$ cat src/rtl/tmr_pkg.sv
package tmr_pkg;

    // Event applied to the interrupt latch in one cycle, already resolved
    // by priority: restart beats expiry, expiry beats acknowledge.
    typedef enum logic [1:0] {
        EV_NONE    = 2'd0,
        EV_ACK     = 2'd1,
        EV_EXPIRE  = 2'd2,
        EV_RESTART = 2'd3
    } irq_ev_e;

    localparam int DEF_RLD_W = 9;

endpackage

$ cat src/rtl/tmr_ms_prescaler.sv
module tmr_ms_prescaler #(
    parameter int CYC_PER_MS = 125000
) (
    input  logic clk,
    input  logic rst_n,
    input  logic restart,
    output logic ms_tick
);

    generate
        if (CYC_PER_MS <= 1) begin : g_direct
            // Every cycle is a millisecond tick.
            assign ms_tick = 1'b1;
        end else begin : g_div
            localparam int PW = $clog2(CYC_PER_MS);
            localparam logic [PW-1:0] LAST = PW'(CYC_PER_MS - 1);

            typedef struct packed {
                logic [PW-1:0] cnt;
            } pre_st_t;

            pre_st_t st_d, st_q;

            always_comb begin
                st_d = st_q;
                if (restart) begin
                    st_d.cnt = '0;
                end else if (st_q.cnt == LAST) begin
                    st_d.cnt = '0;
                end else begin
                    st_d.cnt = st_q.cnt + 1'b1;
                end
            end

            always_ff @(posedge clk) begin
                if (!rst_n) begin
                    st_q <= '0;
                end else begin
                    st_q <= st_d;
                end
            end

            assign ms_tick = (st_q.cnt == LAST);

            // The divider count never passes its terminal value.
            assert_pre_bounded_R2: assert property (@(posedge clk) disable iff (!rst_n)
                st_q.cnt <= LAST);

            // A restart always leaves the divider at the start of a millisecond.
            assert_pre_restart_R6: assert property (@(posedge clk) disable iff (!rst_n)
                restart |=> !ms_tick);
        end
    endgenerate

endmodule

$ cat src/rtl/tmr_period_counter.sv
module tmr_period_counter #(
    parameter int RLD_W = tmr_pkg::DEF_RLD_W
) (
    input  logic             clk,
    input  logic             rst_n,
    input  logic             ms_tick,
    input  logic             restart,
    input  logic [RLD_W-1:0] rld_in,
    output logic             expire
);

    typedef struct packed {
        logic [RLD_W-1:0] ms;
        logic [RLD_W-1:0] rld;
    } per_st_t;

    per_st_t st_d, st_q;

    // A restart in the same cycle overrides an expiry from the old state.
    assign expire = ms_tick && !restart && (st_q.ms == st_q.rld);

    always_comb begin
        st_d = st_q;
        if (restart) begin
            st_d.ms  = '0;
            st_d.rld = rld_in;
        end else if (ms_tick) begin
            if (st_q.ms == st_q.rld) begin
                st_d.ms = '0;
            end else begin
                st_d.ms = st_q.ms + 1'b1;
            end
        end
    end

    always_ff @(posedge clk) begin
        if (!rst_n) begin
            st_q <= '0;
        end else begin
            st_q <= st_d;
        end
    end

    // Expiry happens only on a millisecond tick.
    assert_expire_on_tick_R3: assert property (@(posedge clk) disable iff (!rst_n)
        expire |-> ms_tick);

    // The elapsed-millisecond count never passes the reload value.
    assert_count_bounded_R3: assert property (@(posedge clk) disable iff (!rst_n)
        st_q.ms <= st_q.rld);

    // The reload value changes only through a write.
    assert_reload_hold_R6: assert property (@(posedge clk) disable iff (!rst_n)
        !restart |=> $stable(st_q.rld));

    // After an expiry the count starts over, so the timer runs free.
    assert_wrap_R7: assert property (@(posedge clk) disable iff (!rst_n)
        expire |=> (st_q.ms == '0));

endmodule

$ cat src/rtl/tmr_irq_latch.sv
module tmr_irq_latch
    import tmr_pkg::*;
(
    input  logic clk,
    input  logic rst_n,
    input  logic expire,
    input  logic ack_rd,
    input  logic restart,
    output logic irq
);

    typedef struct packed {
        logic pend;
    } irq_st_t;

    irq_st_t st_d, st_q;
    irq_ev_e ev;

    always_comb begin
        if (restart) begin
            ev = EV_RESTART;
        end else if (expire) begin
            ev = EV_EXPIRE;
        end else if (ack_rd) begin
            ev = EV_ACK;
        end else begin
            ev = EV_NONE;
        end
    end

    always_comb begin
        st_d = st_q;
        case (ev)
            EV_RESTART: st_d.pend = 1'b0;
            EV_EXPIRE:  st_d.pend = 1'b1;
            EV_ACK:     st_d.pend = 1'b0;
            default:    st_d.pend = st_q.pend;
        endcase
    end

    always_ff @(posedge clk) begin
        if (!rst_n) begin
            st_q <= '0;
        end else begin
            st_q <= st_d;
        end
    end

    assign irq = st_q.pend;

    assert_set_on_expire_R3: assert property (@(posedge clk) disable iff (!rst_n)
        (expire && !restart) |=> irq);

    assert_level_hold_R4: assert property (@(posedge clk) disable iff (!rst_n)
        (irq && !ack_rd && !restart) |=> irq);

    assert_ack_clears_R5: assert property (@(posedge clk) disable iff (!rst_n)
        (ack_rd && !expire && !restart) |=> !irq);

    assert_write_clears_R6: assert property (@(posedge clk) disable iff (!rst_n)
        restart |=> !irq);

endmodule

$ cat src/rtl/ms_interval_timer.sv
module ms_interval_timer #(
    parameter int CYC_PER_MS = 125000,
    parameter int RLD_W      = tmr_pkg::DEF_RLD_W
) (
    input  logic             clk,
    input  logic             rst_n,
    input  logic             reload_wr,
    input  logic [RLD_W-1:0] reload_val,
    input  logic             count_rd,
    output logic             timer_irq
);

    logic ms_tick;
    logic expire;

    tmr_ms_prescaler #(
        .CYC_PER_MS(CYC_PER_MS)
    ) u_pre (
        .clk     (clk),
        .rst_n   (rst_n),
        .restart (reload_wr),
        .ms_tick (ms_tick)
    );

    tmr_period_counter #(
        .RLD_W(RLD_W)
    ) u_per (
        .clk     (clk),
        .rst_n   (rst_n),
        .ms_tick (ms_tick),
        .restart (reload_wr),
        .rld_in  (reload_val),
        .expire  (expire)
    );

    tmr_irq_latch u_irq (
        .clk     (clk),
        .rst_n   (rst_n),
        .expire  (expire),
        .ack_rd  (count_rd),
        .restart (reload_wr),
        .irq     (timer_irq)
    );

    // A write in the expiry cycle suppresses that interrupt.
    assert_write_beats_expiry_R8: assert property (@(posedge clk) disable iff (!rst_n)
        reload_wr |=> !timer_irq);

endmodule

$ cat config.mk
export PLATFORM = sky130hd
export DESIGN_NAME = ms_interval_timer
export DESIGN_NICKNAME = d
export VERILOG_FILES = /design/src/rtl/tmr_pkg.sv /design/src/rtl/tmr_ms_prescaler.sv /design/src/rtl/tmr_period_counter.sv /design/src/rtl/tmr_irq_latch.sv /design/src/rtl/ms_interval_timer.sv
export SDC_FILE = /design/constraint.sdc
export NUM_CORES = 1
export LEC_CHECK = 0
export ABC_AREA = 1
export BUFFER_PORTS_ARGS = -buffer_cell sky130_fd_sc_hd__buf_2
export CORE_ASPECT_RATIO = 0.9
export CORE_MARGIN = 4
export CORE_UTILIZATION = 35
export CTS_BUF_LIST = sky130_fd_sc_hd__clkbuf_16
export DETAILED_ROUTE_END_ITERATION = 12
export HOLD_SLACK_MARGIN = 0.02
export PLACE_DENSITY = 0.62
export REMOVE_ABC_BUFFERS = 1
export SYNTH_ARGS = -nofsm -noshare
export SYNTH_HDL_FRONTEND = slang
export SYNTH_SLANG_ARGS = --single-unit
$ cat constraint.sdc
create_clock -name clk -period 4.4 [get_ports clk]
set_input_delay 0.66 -clock clk [delete_from_list [all_inputs] [get_ports clk]]
set_output_delay 0.66 -clock clk [all_outputs]
set_load 0.02 [all_outputs]
==> results of run 1 <==
cells in the mapped netlist, types with 5 or more instances:
cell type / count / area share [%]
sky130_fd_sc_hd__a21oi_1: 12 / 3.1
sky130_fd_sc_hd__dfxtp_1: 36 / 37
sky130_fd_sc_hd__inv_1: 36 / 7.0
sky130_fd_sc_hd__nand2_1: 53 / 10
sky130_fd_sc_hd__nand2_2: 5 / 1.6
sky130_fd_sc_hd__nand3_1: 11 / 2.8
sky130_fd_sc_hd__nor2_1: 46 / 8.9
sky130_fd_sc_hd__nor2_2: 6 / 1.9
sky130_fd_sc_hd__o21ai_0: 10 / 2.6
sky130_fd_sc_hd__xnor2_1: 6 / 2.7
sky130_fd_sc_hd__xor2_1: 5 / 2.3
layout make-up:
cell class	count	area, um^2
Tap cell	67	83.8
Fill cell	539	3100
Sequential cell	36	721
Multi-Input combinational cell	194	1070
Inverter	36	135
Clock inverter	3	18.8
Clock buffer	5	125
Timing Repair Buffer	13	65.1
kinds of logic after synthesis:
logic type                 Yosys count  share of synthesized area, %
and+or+nand+nor                    152                          40.7
xor gates and xnor gates            11                          4.97
DFF                                 36                          37.2
adders and majority gates            2                          1.29
buffers and inverters               38                          7.75
AOI/OAI and AO/OA                   29                          8.08
layout by cell type (no fill, tap or decap):
cell / instances
sky130_fd_sc_hd__or2_2: 3
sky130_fd_sc_hd__inv_1: 36
sky130_fd_sc_hd__or2_0: 1
sky130_fd_sc_hd__dfxtp_1: 36
sky130_fd_sc_hd__nand2_4: 4
sky130_fd_sc_hd__o21ai_2: 1
sky130_fd_sc_hd__buf_2: 13
sky130_fd_sc_hd__o21bai_1: 1
sky130_fd_sc_hd__nor2_2: 6
sky130_fd_sc_hd__nand3_4: 1
sky130_fd_sc_hd__nor2_4: 4
sky130_fd_sc_hd__nor3_2: 2
sky130_fd_sc_hd__nand3b_1: 2
sky130_fd_sc_hd__nor3b_2: 1
sky130_fd_sc_hd__clkbuf_16: 5
sky130_fd_sc_hd__clkinv_2: 2
sky130_fd_sc_hd__o21a_1: 1
sky130_fd_sc_hd__and3_1: 2
sky130_fd_sc_hd__o31ai_1: 1
sky130_fd_sc_hd__ha_1: 2
sky130_fd_sc_hd__nor3_1: 3
sky130_fd_sc_hd__nand3_2: 2
sky130_fd_sc_hd__o21ai_1: 3
sky130_fd_sc_hd__a21oi_1: 12
sky130_fd_sc_hd__nor2_8: 2
sky130_fd_sc_hd__xor2_1: 5
sky130_fd_sc_hd__nand2_2: 5
sky130_fd_sc_hd__xnor2_1: 6
sky130_fd_sc_hd__nand2_1: 53
sky130_fd_sc_hd__clkinv_4: 1
sky130_fd_sc_hd__nand4_1: 4
sky130_fd_sc_hd__nor2_1: 46
sky130_fd_sc_hd__nand3_1: 11
sky130_fd_sc_hd__o21ai_0: 10
state kept, by name, indices dropped and copies added, names as in the netlist:
signal,cells
u_irq.irq,1
u_per.st_q,18
u_pre.g_div.st_q,17
worst max-delay path by stage:
stage / from / to / slack (ns) / depth (start not counted)
global placement: rst_n / u_pre.g_div.st_q[12] / 2.70 / 6
CTS: u_pre.g_div.st_q[0] / u_pre.g_div.st_q[12] / 2.78 / 9
detailed placement: rst_n / u_pre.g_div.st_q[12] / 2.62 / 6
finish: u_pre.g_div.st_q[0] / u_pre.g_div.st_q[12] / 2.80 / 9
floorplan: u_pre.g_div.st_q[0] / u_pre.g_div.st_q[12] / 2.98 / 9
global route: u_pre.g_div.st_q[0] / u_per.st_q[14] / 2.63 / 10
layer usage:
| metal | part of all wire [%] | routed length, um | vias to the layer above | GRT usage (%) |
|---|---|---|---|---|
| met3 | 2.9 | 105 | 5 | 3.15 |
| li1 | - | - | 877 | - |
| met5 | 0 | 0 | - | 0 |
| met4 | 1.9 | 66 | 0 | 4.67 |
| met2 | 42 | 1500 | 21 | 17.4 |
| met1 | 53 | 1890 | 704 | 16.7 |
per-stage QoR:
stage	std cells	cell area, um^2	hold WS (ns)	utilization, %	setup slack (ns)
CTS	354	2210	0.469	41.6	2.78
global placement	346	2070	0.444	38.9	2.70
detailed placement	346	2070	0.458	38.9	2.62
floorplan	266	1920	0.429	-	2.98
global route	354	2210	0.495	41.6	2.63
finish	354	2210	0.460	41.6	2.80
power by group through the flow:
stage               sequential (uW)  combinational (uW)  clock, uW
floorplan                       343                22.9          0
finish                          337                34.4        342
detailed placement              344                34.5          0
global route                    337                40.2        367
global placement                344                33.7          0
CTS                             337                34.6        351
==> results.txt, run 1 <==
Outcome - finished clean
Sum of routed wire length over all layers - 3560 um
Startpoint kind of the worst setup timing path - flip-flop
Logic pwr share - 4.8%
Number of placed I/O pins - 14
Hold wc startpoint - u_pre.g_div.st_q[0]
Count of flip-flops with a built-in enable after synthesis - 0
Buffers on Ports - 13
Maximum number of pins on one net before global-route repair - 19
Unrepaired setup endpoints after global routing - false
R2R depth - 9
Startpoint of the worst-slack reg-to-reg timing path - u_pre.g_div.st_q[0]
Setup Skew - 0.00492 ns
Crit path DAT - 1.76 ns
Total via count in the routed design - 1607
Via count of the first global-routing pass - 1507
Sum of net half-perimeters after detailed placement - 2720 um
Number of distinct library cells after synthesis - 32
Number of rows created at floorplan - 25
Hold_buf cts - 0
Clock insertion delay at the later pin of the skew report - 0.28 ns
Fraction of layout instances using a drive strength above 1 - 18.1%
Instance count along the most critical hold path - 1
Total of flip-flops plus latches after synthesis - 36
Part of the total power dissipated in the clock network - 47.9%
Yosys synthesis warning count - 0
CTS root buffer - sky130_fd_sc_hd__clkbuf_16
Ratio of total power to cell area - 322 mW/mm^2
Switch share - 22.2%
Full die area - 0.00679 mm^2
Async set-or-reset flop fraction in the synthesized netlist - 0%
Global-route wire length before repair - 6500 um
Crit-path cells - ha_1 -> nand2_1 -> inv_1 -> nand2_1 -> nor2_4 -> nand2_4 -> nand2_4 -> o21bai_1 -> a21oi_1
Total power after layout - 713 uW
Count of nets after finishing - 301
Count of inserted antenna diode cells - 0
# resized after CTS - 0
Transition at the pin with the smallest max-transition slack - 0.340 ns
Total standard cell area after synthesis - 0.00194 mm^2
CTS buffer count - 5
GPL Wtd Cong - 0.819
Family of cells with the greatest summed delay on the critical path - simple AND/OR/NAND/NOR gates
Post-route DRC violation count - 0
Required time at the endpoint of the critical path - 4.56 ns
Worst Hold Endpoint - u_pre.g_div.st_q[0]
Net switching power - 158 uW
Number of DRC markers after the initial detailed-route iteration - 79
Share of synthesized area occupied by flip-flops and latches - 37.2%
Highest-delay cell along the critical path - sky130_fd_sc_hd__dfxtp_1
Sequential fraction of design power - 47.3%
Core region area - 0.00532 mm^2
Buffering stage count on the worst path with inverters included - 1
Number of antenna violations at the first check in global routing - 0
Fin crit share - 36.5%
Setup violations, final - 0
Final Hold Fails - 0
Critical path class - flip-flop to flip-flop
Flop-to-flop setup slack - 2.80 ns
Width of the die - 86.4 um
Fmax achieved - 623 MHz
Kind of path behind the tightest hold check - flip-flop to flip-flop
Max-cap check violation count - 0
Slowest stage delay, CP - 0.36 ns
Internal power - 554 uW
Detail-routed via count per cell - 4.54
DRT antenna net count - 0
Leak pwr - 0.000965 uW
Clock tree sinks - 36
Max-slew headroom - 77.3%
CP endpoint kind - flip-flop
Number of H-tree levels - 2
Mean cell area of the mapped netlist - 7.23 um^2
TritonCTS clock tree - built
Chip height - 78.6 um
Max-slew violation count - 0
First-pass DRT Iterations - 4
Total setup buffers inserted after CTS - 0
Average wire per standard cell - 10.1 um
Largest driver fanout on the critical path - 18
Post-synthesis cell count - 268
Primary FF master, synth - sky130_fd_sc_hd__dfxtp_1
Setup total negative slack - 0 ns
Critical R2R Capture - u_pre.g_div.st_q[12]
Synth-to-Final Area Change - 14.3%
Peak ir drop on the vdd network - 140 uV
GRT Resource Usage Total - 11.9%
Post-route minimum period - 1.60 ns
CTS Buffer Depth - 2
Starting density of the core - 36.4%
Post-CTS clock slew at the launch and capture registers of the worst setup and hold paths - 0.06 ns
Overflow left after global routing - 0
Note: power is estimated with default switching activity, not from simulation.
==> inputs of run 2 (changes only) <==
- clock period: 4.4 -> 1.5 ns (I/O delays scaled with it)
==> results.txt, run 2 (synthesis results as in run 1) <==
Highest-delay cell along the critical path - sky130_fd_sc_hd__dfxtp_2
CP endpoint kind - flip-flop
Required time at the endpoint of the critical path - 1.66 ns (-2.90 ns)
Starting density of the core - 36.4% (unchanged)
Hold_buf cts - 0 (unchanged)
Fin crit share - 93.0% (+57 points)
DRT antenna net count - 0 (unchanged)
Total via count in the routed design - 1643 (+2.2%)
Chip height - 78.6 um (unchanged)
Fraction of layout instances using a drive strength above 1 - 23.0% (+4.9 points)
Number of placed I/O pins - 14 (unchanged)
Full die area - 0.00679 mm^2 (unchanged)
CTS root buffer - sky130_fd_sc_hd__clkbuf_16
Number of DRC markers after the initial detailed-route iteration - 107 (+35%)
Largest register FFs - 18 (unchanged)
Number of rows created at floorplan - 25 (unchanged)
Count of nets after finishing - 310 (+3.0%)
Detail-routed via count per cell - 4.53 (-0.29%)
Leak pwr - 0.00102 uW (+6.0%)
Sum of routed wire length over all layers - 3950 um (+11%)
Crit-path cells - ha_4 -> nand2_1 -> inv_1 -> nand2_1 -> nor2_4 -> nand2_4 -> nand2_4 -> o21bai_1 -> a21oi_1
Ratio of total power to cell area - 959 mW/mm^2 (+200%)
Number of H-tree levels - 2 (unchanged)
Largest driver fanout on the critical path - 8 (-10)
GPL Wtd Cong - 0.866 (+5.7%)
Buffers on Ports - 13 (unchanged)
Final Hold Fails - 0 (unchanged)
Global-route wire length before repair - 7130 um (+9.7%)
Post-CTS clock slew at the launch and capture registers of the worst setup and hold paths - 0.05 ns (about the same)
Post-route cell area - 0.00235 mm^2 (+6.0%)
Overflow left after global routing - 0 (unchanged)
Max-slew violation count - 0 (unchanged)
Setup violations, final - 0 (unchanged)
Clock tree sinks - 36 (unchanged)
Peak ir drop on the vdd network - 395 uV (+180%)
Synth-to-Final Area Change - 21.2%
Clock insertion delay at the later pin of the skew report - 0.28 ns (about the same)
Startpoint kind of the worst setup timing path - flip-flop
Number of antenna violations at the first check in global routing - 0 (unchanged)
Area occupied by multi-input gates - 0.00109 mm^2 (+2.6%)
Max-slew headroom - 73.7% (-3.5 points)
Count of inserted antenna diode cells - 0 (unchanged)
Post-placement cell area - 0.00214 mm^2 (+3.5%)
Slowest stage delay, CP - 0.35 ns (about the same)
Core region area - 0.00532 mm^2 (unchanged)
Post-route minimum period - 1.39 ns (-0.210 ns)
GRT Resource Usage Total - 13.2% (+1.2 points)
Filler Cell Count - 539 (unchanged)
R2R depth - 9 (unchanged)
Crit path DAT - 1.55 ns (-0.21 ns)
Sum of net half-perimeters after detailed placement - 2980 um (+9.6%)
Critical path class - flip-flop to flip-flop
Via count of the first global-routing pass - 1590 (+5.5%)
Width of the die - 86.4 um (unchanged)
Average wire per standard cell - 10.9 um (+8.2%)
Most common cell after layout, fill and taps aside - sky130_fd_sc_hd__nand2_1
Kind of path behind the tightest hold check - input pin to flip-flop
Post-route DRC violation count - 0 (unchanged)
TritonCTS clock tree - built
Setup total negative slack - 0 ns (unchanged)
CTS buffer count - 5 (unchanged)
Instance count along the most critical hold path - 3 (+2)
CTS Buffer Depth - 2 (unchanged)
First-pass DRT Iterations - 4 (unchanged)
Outcome - finished clean
Flop-to-flop setup slack - 0.11 ns (-2.69 ns)
Total power after layout - 2250 uW (+220%)
Maximum number of pins on one net before global-route repair - 12 (-7)
Most frequent cells in the layout - sky130_fd_sc_hd__nand2_1 (53), sky130_fd_sc_hd__nor2_1 (44), sky130_fd_sc_hd__inv_1 (36)
Most flops, register - u_per.st_q
Register cell area after layout - 727 um^2 (+0.87%)
Fmax achieved - 717 MHz (+15%)
Transition at the pin with the smallest max-transition slack - 0.393 ns (+0.0531 ns)
Max-cap check violation count - 0 (unchanged)
Setup Skew - 0.00417 ns (-0.000747 ns)
==> run 2: metal layers <==
layer,up-vias,part of all wire [%],global-route usage (%)
met5,-,0,0
met4,0,2.2,6.07
met3,7,3.0,2.94
met2,19,46,20.2
met1,721,49,17.5
li1,896,-,-
==> run 2: worst paths after layout <==
path | startpoint | to
worst max-delay path | u_pre.g_div.st_q[0] | u_pre.g_div.st_q[12]
worst min register to register | u_per.st_q[8] | u_per.st_q[8]
worst max register to register | u_pre.g_div.st_q[0] | u_pre.g_div.st_q[12]
worst min-delay path | reload_val[2] | u_per.st_q[2]
==> run 2: stage by stage <==
step                instances  hold slack [ns]  utilization (%)  setup slack [ns]
floorplan                 266            0.360                -            0.0820
global placement          354            0.445             40.3            0.0182
detailed placement        354            0.454             40.3           -0.0373
CTS                       362            0.168             43.5            0.0123
global route              363            0.186             44.1           -0.0107
finish                    363            0.168             44.1             0.106
==> run 2: timing repair <==
item / CTS / global route
endpoints found under the setup margin: 8 / 26
setup buffers: 0 / 1
gates resized for setup: 2 / 9
pin swaps: 0 / 1
==> run 2: power breakdown <==
group	internal, uW	switching (uW)	total [uW]
clock	771	376	1150
combinational	51.3	63.3	115
sequential	977	12.9	990
==> run 2: final cells by class <==
type,count,area share (%)
Multi-Input combinational cell,194,46.6
Sequential cell,36,31.0
Timing Repair Buffer,22,6.18
Inverter,36,5.76
Clock buffer,5,5.33
Tap cell,67,3.57
Clock inverter,3,1.60
==> run 2: critical path: cells and delay by family (launching register included) <==
kind | cells | cell delay [ns]
buffers and inverters | 1 | 0.06
and+or+nand+nor | 5 | 0.52
adders and majority gates | 1 | 0.16
AOI/OAI and AO/OA | 2 | 0.18
DFF | 1 | 0.35
==> inputs of run 3 (changes only) <==
- PLACE_DENSITY: 0.62 -> unset
- PLACE_DENSITY_LB_ADDON: unset -> 0.12
==> results.txt, run 3 (synthesis results as in run 1) <==
Detail-routed via count per cell - 4.47 (-1.2%)
Post-route minimum period - 1.38 ns (-0.0149 ns)
Max-slew headroom - 78.1% (+4.4 points)
Count of inserted antenna diode cells - 0 (unchanged)
Required time at the endpoint of the critical path - 1.70 ns (+0.04 ns)
Ratio of total power to cell area - 858 mW/mm^2 (-11%)
Peak ir drop on the vdd network - 648 uV (+64%)
Post-route DRC violation count - 0 (unchanged)
Fraction of layout instances using a drive strength above 1 - 27.4% (+4.4 points)
Crit path DAT - 1.58 ns (+0.03 ns)
Filler Cell Count - 584 (+8.3%)
Number of DRC markers after the initial detailed-route iteration - 76 (-29%)
Setup violations, final - 0 (unchanged)
Critical path class - flip-flop to flip-flop
Clock tree sinks - 36 (unchanged)
Max-cap check violation count - 0 (unchanged)
GRT Resource Usage Total - 13.6% (+0.42 points)
Count of nets after finishing - 321 (+3.5%)
Maximum number of pins on one net before global-route repair - 12 (unchanged)
Fin crit share - 92.0% (-0.99 points)
Global-route wire length before repair - 7310 um (+2.5%)
Average wire per standard cell - 11.0 um (+1.5%)
Setup total negative slack - 0 ns (unchanged)
Width of the die - 86.4 um (unchanged)
Fmax achieved - 725 MHz (+1.1%)
Clock insertion delay at the later pin of the skew report - 0.27 ns (about the same)
TritonCTS clock tree - built
R2R depth - 9 (unchanged)
Net switching power - 453 uW (+0.21%)
Startpoint kind of the worst setup timing path - flip-flop
Core region area - 0.00532 mm^2 (unchanged)
Overflow left after global routing - 0 (unchanged)
Starting density of the core - 36.4% (unchanged)
Most flops, register - u_per.st_q
CTS buffer count - 5 (unchanged)
Met1 track demand over resource in global routing - 20.1% (+2.7 points)
Number of rows created at floorplan - 25 (unchanged)
Number of antenna violations at the first check in global routing - 0 (unchanged)
Hold_buf cts - 0 (unchanged)
Largest driver fanout on the critical path - 10 (+2)
Internal power - 1630 uW (-9.5%)
Most common cell after layout, fill and taps aside - sky130_fd_sc_hd__nand2_1
Met2 routing resource usage after global routing - 19.2% (-0.99 points)
First-pass DRT Iterations - 4 (unchanged)
Global Route met3 Usage - 2.83% (-0.10 points)
Kind of path behind the tightest hold check - input pin to flip-flop
GPL Wtd Cong - 0.803 (-7.2%)
Slowest stage delay, CP - 0.35 ns (about the same)
CP endpoint kind - flip-flop
Part of the total power dissipated in the clock network - 46.7% (-4.3 points)
Total via count in the routed design - 1673 (+1.8%)
Number of H-tree levels - 2 (unchanged)
Sum of net half-perimeters after detailed placement - 3170 um (+6.3%)
GR peak layer - met1
Switch share - 21.8% (+1.7 points)
Max-slew violation count - 0 (unchanged)
Most frequent cells in the layout - sky130_fd_sc_hd__nand2_1 (52), sky130_fd_sc_hd__nor2_1 (42), sky130_fd_sc_hd__inv_1 (38)
Full die area - 0.00679 mm^2 (unchanged)
Instance count along the most critical hold path - 3 (unchanged)
Total power after layout - 2080 uW (-7.6%)
Sequential fraction of design power - 47.5% (+3.5 points)
Transition at the pin with the smallest max-transition slack - 0.328 ns (-0.0656 ns)
Synth-to-Final Area Change - 25.2%
Number of placed I/O pins - 14 (unchanged)
Post-CTS clock slew at the launch and capture registers of the worst setup and hold paths - 0.05 ns (about the same)
Crit-path cells - ha_4 -> nand2_1 -> inv_1 -> nand2_1 -> nor2_4 -> nand2_4 -> nand2_4 -> buf_12 -> nor3_2
Buffers on Ports - 13 (unchanged)
Outcome - finished clean
Logic pwr share - 5.8% (+0.7 points)
Largest register FFs - 18 (unchanged)
Chip height - 78.6 um (unchanged)
Highest-delay cell along the critical path - sky130_fd_sc_hd__dfxtp_4
Via count of the first global-routing pass - 1562 (-1.8%)
DRT antenna net count - 0 (unchanged)
Final Hold Fails - 0 (unchanged)
Unrepaired setup endpoints after global routing - false
Leak pwr - 0.00108 uW (+5.1%)
CTS root buffer - sky130_fd_sc_hd__clkbuf_16
Sum of routed wire length over all layers - 4130 um (+4.6%)
Setup Skew - 0.00373 ns (-0.000441 ns)
CTS Buffer Depth - 2 (unchanged)
-- run 3: what timing repair did --
item | 4_1_cts | 5_1_grt
gates resized for setup | 1 | 18
setup endpoints to repair | 7 | 22
setup buffers | 1 | 5
pin swaps | 1 | 7
-- run 3: final timing paths --
check	from	end	slack [ns]
max reg2reg	u_pre.g_div.st_q[1]	u_pre.g_div.st_q[14]	0.12
min reg2reg	u_per.st_q[5]	u_per.st_q[5]	0.47
min	reload_val[3]	u_per.st_q[3]	0.17
max	u_pre.g_div.st_q[1]	u_pre.g_div.st_q[14]	0.12
-- run 3: critical path, delay by kind of cell, from the launching register on --
| kind | cells | cell delay, ns |
|---|---|---|
| AND/OR/NAND/NOR | 6 | 0.59 |
| flip-flops | 1 | 0.35 |
| buffers and inverters | 2 | 0.21 |
| adder cells (fa/ha/maj) | 1 | 0.15 |
-- run 3: cell type report --
cell class                 count  area (um^2)  share of cell area [%]
clock buffer                   5          125                    5.16
clock inverter                 3         11.3                   0.464
inverter                      36          135                    5.57
multi-input combinational    194         1110                    45.7
sequential                    36          733                    30.2
tap                           67         83.8                    3.46
timing repair buffer          33          228                    9.39
-- run 3: routing by layer --
layer | part of all wire (%) | up-vias
li1 | - | 914
met1 | 57 | 728
met2 | 38 | 25
met3 | 3.3 | 6
met4 | 1.6 | 0
met5 | 0 | -
-- run 3: power groups by stage --
stage	Clock, uW	Combinational (uW)	Sequential [uW]
after floorplan	0	67.1	1010
after global placement	0	117	1010
after detailed placement	0	119	1010
after CTS	994	120	989
after global routing	1040	143	991
final	972	120	989
-- run 3: metrics by stage --
| step | hold slack (ns) | setup WS [ns] | std cells | area, um^2 | util, % |
|---|---|---|---|---|---|
| floorplan | 0.360 | 0.0820 | 266 | 1920 | - |
| global placement | 0.445 | 0.00263 | 360 | 2190 | 41.2 |
| detailed placement | 0.450 | -0.0229 | 360 | 2190 | 41.2 |
| CTS | 0.166 | 0.00678 | 369 | 2340 | 44.0 |
| global route | 0.205 | 0.00424 | 374 | 2420 | 45.6 |
| finish | 0.169 | 0.120 | 374 | 2420 | 45.6 |
